===== config.mk =====
export PLATFORM = sky130hd
export DESIGN_NAME = fsk_tone_gen
export DESIGN_NICKNAME = d
export VERILOG_FILES = /design/src/rtl/fsk_tone_pkg.sv /design/src/rtl/fsk_step_acc.sv /design/src/rtl/fsk_sine_rom.sv /design/src/rtl/fsk_test_seq.sv /design/src/rtl/fsk_tone_gen.sv
export SDC_FILE = /design/constraint.sdc
export NUM_CORES = 1
export LEC_CHECK = 0
export ABC_CLOCK_PERIOD_IN_PS = 11400
export BUFFER_PORTS_ARGS = -buffer_cell sky130_fd_sc_hd__buf_2
export CAP_MARGIN = 20
export CORE_UTILIZATION = 55
export CTS_BUF_LIST = sky130_fd_sc_hd__clkbuf_4
export CTS_CLUSTER_SIZE = 8
export DETAILED_ROUTE_END_ITERATION = 6
export PLACE_DENSITY = 0.72
export SYNTH_ARGS = -nofsm -noshare
export SYNTH_HDL_FRONTEND = slang
export SYNTH_SLANG_ARGS = --single-unit

===== constraint.sdc =====
create_clock -name clk_i -period 11.4 [get_ports clk_i]
set_input_delay 2.28 -clock clk_i [delete_from_list [all_inputs] [get_ports clk_i]]
set_output_delay 2.28 -clock clk_i [all_outputs]
set_load 0.02 [all_outputs]

===== src/rtl/fsk_tone_pkg.sv =====
package fsk_tone_pkg;

   typedef enum logic {
      CH_ORIGINATE = 1'b0,
      CH_ANSWER    = 1'b1
   } channel_e;

   // First quarter of a 64-point sine centred on 128, amplitude 127.
   function automatic logic [7:0] quarter_sine(input logic [4:0] k);
      logic [7:0] v;
      case (k)
         5'd0:    v = 8'd128;
         5'd1:    v = 8'd140;
         5'd2:    v = 8'd153;
         5'd3:    v = 8'd165;
         5'd4:    v = 8'd177;
         5'd5:    v = 8'd188;
         5'd6:    v = 8'd199;
         5'd7:    v = 8'd209;
         5'd8:    v = 8'd218;
         5'd9:    v = 8'd226;
         5'd10:   v = 8'd234;
         5'd11:   v = 8'd240;
         5'd12:   v = 8'd245;
         5'd13:   v = 8'd250;
         5'd14:   v = 8'd253;
         5'd15:   v = 8'd254;
         default: v = 8'd255;
      endcase
      return v;
   endfunction

endpackage


===== src/rtl/fsk_step_acc.sv =====
// Modular accumulator with a wrap flag for the step being taken.
module fsk_step_acc #(
   parameter int W             = 16,
   parameter bit WRAP_BY_COMPARE = 1'b1
) (
   input  logic         clk_i,
   input  logic         rst_ni,
   input  logic         en_i,
   input  logic [W-1:0] step_i,
   output logic [W-1:0] acc_o,
   output logic         wrap_o
);

   logic [W-1:0] acc_q;
   logic [W:0]   sum_w;

   assign sum_w = {1'b0, acc_q} + {1'b0, step_i};

   generate
      if (WRAP_BY_COMPARE) begin : g_cmp
         assign wrap_o = (sum_w[W-1:0] < step_i);
      end else begin : g_carry
         assign wrap_o = sum_w[W];
      end
   endgenerate

   always_ff @(posedge clk_i) begin
      if (!rst_ni) begin
         acc_q <= '0;
      end else if (en_i) begin
         acc_q <= sum_w[W-1:0];
      end
   end

   assign acc_o = acc_q;

endmodule


===== src/rtl/fsk_sine_rom.sv =====
// 64-point sine built from a folded quarter-wave table.
module fsk_sine_rom #(
   parameter int IDX_W = 6,
   parameter int OUT_W = 8
) (
   input  logic [IDX_W-1:0] idx_i,
   output logic [OUT_W-1:0] val_o
);
   import fsk_tone_pkg::*;

   localparam int HALF = 2 ** (IDX_W - 1);
   localparam int QTR  = 2 ** (IDX_W - 2);

   generate
      if (IDX_W != 6 || OUT_W != 8) begin : g_bad_cfg
         $error("fsk_sine_rom: table is defined for 64 points of 8 bits");
      end
   endgenerate

   logic [IDX_W-2:0] fold_w;
   logic [IDX_W-2:0] qidx_w;
   logic [7:0]       mag_w;
   logic [8:0]       neg_w;

   always_comb begin
      fold_w = idx_i[IDX_W-2:0];
      if (int'(fold_w) <= QTR) begin
         qidx_w = fold_w;
      end else begin
         qidx_w = (IDX_W-1)'(HALF - int'(fold_w));
      end
      mag_w = quarter_sine(qidx_w[4:0]);
      neg_w = 9'd256 - {1'b0, mag_w};
      if (idx_i[IDX_W-1]) begin
         val_o = neg_w[7:0];
      end else begin
         val_o = mag_w;
      end
   end

endmodule


===== src/rtl/fsk_test_seq.sv =====
// Repeating test bit sequence stepped by the baud pulse.
module fsk_test_seq #(
   parameter int               LEN  = 12,
   parameter logic [LEN-1:0]   BITS = 12'h1CD,
   localparam int              IW   = (LEN > 1) ? $clog2(LEN) : 1
) (
   input  logic          clk_i,
   input  logic          rst_ni,
   input  logic          step_i,
   output logic          bit_o,
   output logic [IW-1:0] idx_o
);

   generate
      if (LEN < 2) begin : g_bad_len
         $error("fsk_test_seq: LEN must be at least 2");
      end
   endgenerate

   logic [IW-1:0] idx_q;
   logic          bit_q;

   always_ff @(posedge clk_i) begin
      if (!rst_ni) begin
         idx_q <= '0;
         bit_q <= 1'b1;
      end else if (step_i) begin
         bit_q <= BITS[idx_q];
         if (int'(idx_q) == LEN - 1) begin
            idx_q <= '0;
         end else begin
            idx_q <= idx_q + 1'b1;
         end
      end
   end

   assign bit_o = bit_q;
   assign idx_o = idx_q;

endmodule


===== src/rtl/fsk_tone_gen.sv =====
module fsk_tone_gen #(
   parameter int             PHASE_W   = 16,
   parameter int             IDX_W     = 6,
   parameter int             SAMPLE_W  = 8,
   parameter int             BAUD_W    = 16,
   parameter int             BAUD_STEP = 627,
   parameter int             ANS_SPACE = 4230,
   parameter int             ANS_MARK  = 4648,
   parameter int             ORG_SPACE = 2235,
   parameter int             ORG_MARK  = 2653,
   parameter int             SEQ_LEN   = 12,
   parameter logic [11:0]    SEQ_BITS  = 12'h1CD
) (
   input  logic                clk_i,
   input  logic                rst_ni,
   input  logic                pwm_tick_i,
   input  logic                tx_bit_i,
   input  logic                answer_i,
   input  logic                pattern_sel_i,
   output logic [SAMPLE_W-1:0] sample_o,
   output logic                baud_tick_o
);
   import fsk_tone_pkg::*;

   localparam int SEQ_IW = $clog2(SEQ_LEN);
   localparam logic [SAMPLE_W-1:0] MID = SAMPLE_W'(2 ** (SAMPLE_W - 1));

   generate
      if (IDX_W > PHASE_W) begin : g_bad_idx
         $error("fsk_tone_gen: IDX_W exceeds PHASE_W");
      end
      if (BAUD_STEP <= 0 || BAUD_STEP >= 2 ** BAUD_W) begin : g_bad_baud
         $error("fsk_tone_gen: BAUD_STEP out of range");
      end
   endgenerate

   logic [PHASE_W-1:0]  step_w;
   logic [PHASE_W-1:0]  phase_q;
   logic                phase_wrap_w;
   logic [BAUD_W-1:0]   baud_q;
   logic                baud_wrap_w;
   logic                baud_step_w;
   logic                seq_bit_w;
   logic [SEQ_IW-1:0]   seq_idx_w;
   logic                data_w;
   logic [SAMPLE_W-1:0] rom_w;
   logic [SAMPLE_W-1:0] sample_q;
   logic                baud_tick_q;
   channel_e            chan_w;

   assign chan_w = answer_i ? CH_ANSWER : CH_ORIGINATE;
   assign data_w = pattern_sel_i ? seq_bit_w : tx_bit_i;

   always_comb begin
      unique case ({chan_w, data_w})
         {CH_ANSWER, 1'b1}:    step_w = PHASE_W'(ANS_MARK);
         {CH_ANSWER, 1'b0}:    step_w = PHASE_W'(ANS_SPACE);
         {CH_ORIGINATE, 1'b1}: step_w = PHASE_W'(ORG_MARK);
         default:              step_w = PHASE_W'(ORG_SPACE);
      endcase
   end

   fsk_step_acc #(.W(PHASE_W), .WRAP_BY_COMPARE(1'b0)) phase_acc_i (
      .clk_i  (clk_i),
      .rst_ni (rst_ni),
      .en_i   (pwm_tick_i),
      .step_i (step_w),
      .acc_o  (phase_q),
      .wrap_o (phase_wrap_w)
   );

   fsk_step_acc #(.W(BAUD_W), .WRAP_BY_COMPARE(1'b1)) baud_acc_i (
      .clk_i  (clk_i),
      .rst_ni (rst_ni),
      .en_i   (pwm_tick_i),
      .step_i (BAUD_W'(BAUD_STEP)),
      .acc_o  (baud_q),
      .wrap_o (baud_wrap_w)
   );

   assign baud_step_w = pwm_tick_i & baud_wrap_w;

   fsk_test_seq #(.LEN(SEQ_LEN), .BITS(SEQ_BITS[SEQ_LEN-1:0])) seq_i (
      .clk_i  (clk_i),
      .rst_ni (rst_ni),
      .step_i (baud_step_w),
      .bit_o  (seq_bit_w),
      .idx_o  (seq_idx_w)
   );

   fsk_sine_rom #(.IDX_W(IDX_W), .OUT_W(SAMPLE_W)) rom_i (
      .idx_i (phase_q[PHASE_W-1 -: IDX_W]),
      .val_o (rom_w)
   );

   always_ff @(posedge clk_i) begin
      if (!rst_ni) begin
         sample_q    <= MID;
         baud_tick_q <= 1'b0;
      end else begin
         if (pwm_tick_i) begin
            sample_q <= rom_w;
         end
         baud_tick_q <= baud_step_w;
      end
   end

   assign sample_o    = sample_q;
   assign baud_tick_o = baud_tick_q;

   logic unused_w;
   assign unused_w = phase_wrap_w ^ (|baud_q);

endmodule


==> flow_summary.json <==
{
  "rr_startpoint": "phase_acc_i.acc_o[10]",
  "holdBufCountCts": 0,
  "yosysTopAreaCell": "dfxtp_1",
  "path_cells": "buf_2 > mux2i_1 > ha_1 > or2_2 > ha_1 > a21o_1 > a21o_1 > a2111oi_0 > o311ai_0 > nand2_1 > xor2_1 > nor2_1",
  "floorplan.initialDensity_pct": 58.0,
  "synth_mux_area_share_pct": 3.80,
  "synthTopCellsByArea": "dfxtp_1 26%, ha_1 9.7%, xor2_1 5.5%",
  "hold_depth": 2,
  "synth_top_area_share_pct": 26.4,
  "cts_resized": 0,
  "die_area_sq_um": 6670,
  "fin_worst_skew_ns": 0.0152,
  "cp-start-kind": "input pin",
  "period_minus_slack_ns": 5.10,
  "cts_post_setup_buffers_inserted": 0,
  "finalSetupViolCount": 0,
  "cp.required_ns": 11.65,
  "grt_antenna_before_repair": 0,
  "post-route-period-util_pct": 44.7,
  "drv_cap": 0,
  "synth_top_family_by_area": "simple AND/OR/NAND/NOR gates",
  "routed_wirelength_mm": 7.28,
  "vias_per_cell": 5.98,
  "firstDrtPassIters": 4,
  "synth_xor_area_share_pct": 8.28,
  "synth.distinct_cells": 65,
  "max_clock_freq_mhz": 196,
  "synth-edff-count": 0,
  "hpwl_mm": 5.07,
  "synth-main-ff-cell": "dfxtp_1",
  "grt_pass1_vias": 2655,
  "die_x_um": 81.7,
  "rrSetupSlack_ns": 7.23,
  "power.leakage_nw": 1.52,
  "drt.antenna.violating_nets": 0,
  "syn_area_sq_um": 3490,
  "critical_path_class": "in2reg",
  "syn_nets": 464,
  "cts_tree": "yes",
  "worstSetupEndpoint": "phase_acc_i.acc_o[13]",
  "diodes": 0,
  "critPathBufInv": 1,
  "cts_root_buf": "clkbuf_4",
  "synthArstFlopShare_pct": 0,
  "rr_worst_depth": 12,
  "cp_num_cells": 12,
  "areaGrowthSynthToFinish_pct": 3.48,
  "fp-row-count": 28,
  "rsz0062_at_grt": "false",
  "yosysSeqAreaShare_pct": 26.4,
  "wl_per_cell_um": 14.5,
  "reg2reg_to": "sample_o[6]",
  "cts_inserted_buffers": 5,
  "place_congestion": 0.862,
  "io_buffers": 14,
  "yosysMostFrequentCell": "dfxtp_1",
  "clkLatencyLatePin_ns": 0.37,
  "cp-end-kind": "flip-flop",
  "status": "finished, final reports clean",
  "core_area_sq_um": 6030,
  "startpoint": "pattern_sel_i",
  "grt_pass1_wl_mm": 12.0,
  "vias": 3004,
  "tns_ns": 0,
  "syn_avg_cell_area_sq_um": 8.12,
  "min_from": "sample_o[1]",
  "final_cells": 502,
  "yosysWarnings": 0,
  "grt_max_degree": 46,
  "overflow": 0,
  "clkSinkCount": 46,
  "layout-drive-gt1-share_pct": 9.13,
  "hold_violations": 0,
  "max-vdd-ir-drop_uv": 89.9,
  "synthSimpleGateAreaFrac_pct": 23.4,
  "synth-compound-area-share_pct": 22.7,
  "crit_slowest_cell": "a2111oi_0",
  "grt_usage_pct": 23.1,
  "slew_headroom_pct": 28.7,
  "final_max_slew_viol_count": 0,
  "htree_levels": 2,
  "syn_inst": 430,
  "die_h_um": 81.7,
  "cts.path.max_buffers": 2,
  "io_pins": 15,
  "crit_family": "compound AO/OA/AOI/OAI gates",
  "synth_fa_ha_area_share_pct": 10.2,
  "max_stage_delay_ns": 0.92,
  "worst_pin_slew_ns": 1.04,
  "crit_arrival_ns": 5.35,
  "drt_iter0_drc": 148,
  "place_ws_ns": 5.97,
  "power_density_nw_per_um2": 117,
  "ys_ff_latch": 46,
  "setup_ws_ns": 6.30,
  "route.detailed.drc": 0,
  "synth_common_cells": "46 x dfxtp_1, 44 x nor2_1, 27 x ha_1, 25 x nand2_1, 24 x o21ai_0",
  "hp-class": "reg2reg",
  "clkSlewWorstSetupHoldPaths_ns": 0.13,
  "nets": 460,
  "dp.cells": 494,
  "worstPathMaxFanout": 4
}
==> stage by stage <==
step / util [%] / hold WS, ns / power, mW / area [sq um]
6_report: 60.0 / 0.468 / 0.423 / 3610
5_1_grt: 60.0 / 0.520 / 0.454 / 3610
3_3_place_gp: 59.0 / 0.446 / 0.340 / 3550
4_1_cts: 60.0 / 0.471 / 0.426 / 3610
3_5_place_dp: 59.0 / 0.452 / 0.343 / 3550
2_1_floorplan: - / 0.441 / 0.314 / 3490
==> routing by layer <==
metal	GRT usage, %	routed length [um]	vias to the layer above
met2	39.0	3380	51
met4	8.07	86	0
met3	3.78	252	7
met5	0	0	-
met1	29.7	3570	1399
li1	-	-	1547
==> state kept, by name, indices dropped and copies added (netlist names) <==
| name | flops |
|---|---|
| baud_acc_i.acc_o | 16 |
| baud_tick_o | 1 |
| seq_i.bit_o | 1 |
| sample_o | 8 |
| seq_i.idx_o | 4 |
| phase_acc_i.acc_o | 16 |
==> how the worst min path moves through the flow <==
stage	to	slack, ns
floorplan	seq_i.bit_o	0.44
global placement	sample_o[1]	0.45
detailed placement	sample_o[1]	0.45
CTS	sample_o[1]	0.47
global route	sample_o[1]	0.52
finish	sample_o[1]	0.47
==> worst reg2reg max path: cells and delay by family (launching register included) <==
family	cells	cell delay (ns)
simple gates	4	1.07
flops	1	0.49
mux	1	0.13
buf+inv	1	0.31
compound gates	3	1.12
fa+ha+maj	3	0.97
==> power breakdown <==
| part | internal, mW | total [mW] | switching, mW |
|---|---|---|---|
| combinational | 0.0631 | 0.145 | 0.0821 |
| clock | 0.0267 | 0.0826 | 0.0558 |
| sequential | 0.175 | 0.196 | 0.0201 |
==> area by class of cell <==
type	count	area [sq um]
Multi-Input combinational cell	339	2390
Fill cell	573	2410
Inverter	19	71.3
Sequential cell	46	921
Clock buffer	6	45.0
Timing Repair Buffer	15	77.6
Clock inverter	2	13.8
Tap cell	75	93.8
==> cells by family (layout without fill, tap and decap cells) <==
kind of cell | Yosys count | after routing
xor+xnor | 33 | 33
flops | 46 | 46
buf+inv | 45 | 42
mux | 13 | 13
simple gates | 154 | 154
compound gates | 111 | 111
fa+ha+maj | 28 | 28
==> cell usage in the layout (no fill, tap or decap), drive strengths merged, types with 11 or more instances in the layout <==
cell,count
xnor2,11
buf,15
a21oi,22
nand2,25
nand4,11
nand3,17
dfxtp,46
xor2,22
o21ai,24
ha,27
nor2,44
mux2i,11
inv,18
Note: power is estimated with default switching activity, not from simulation.
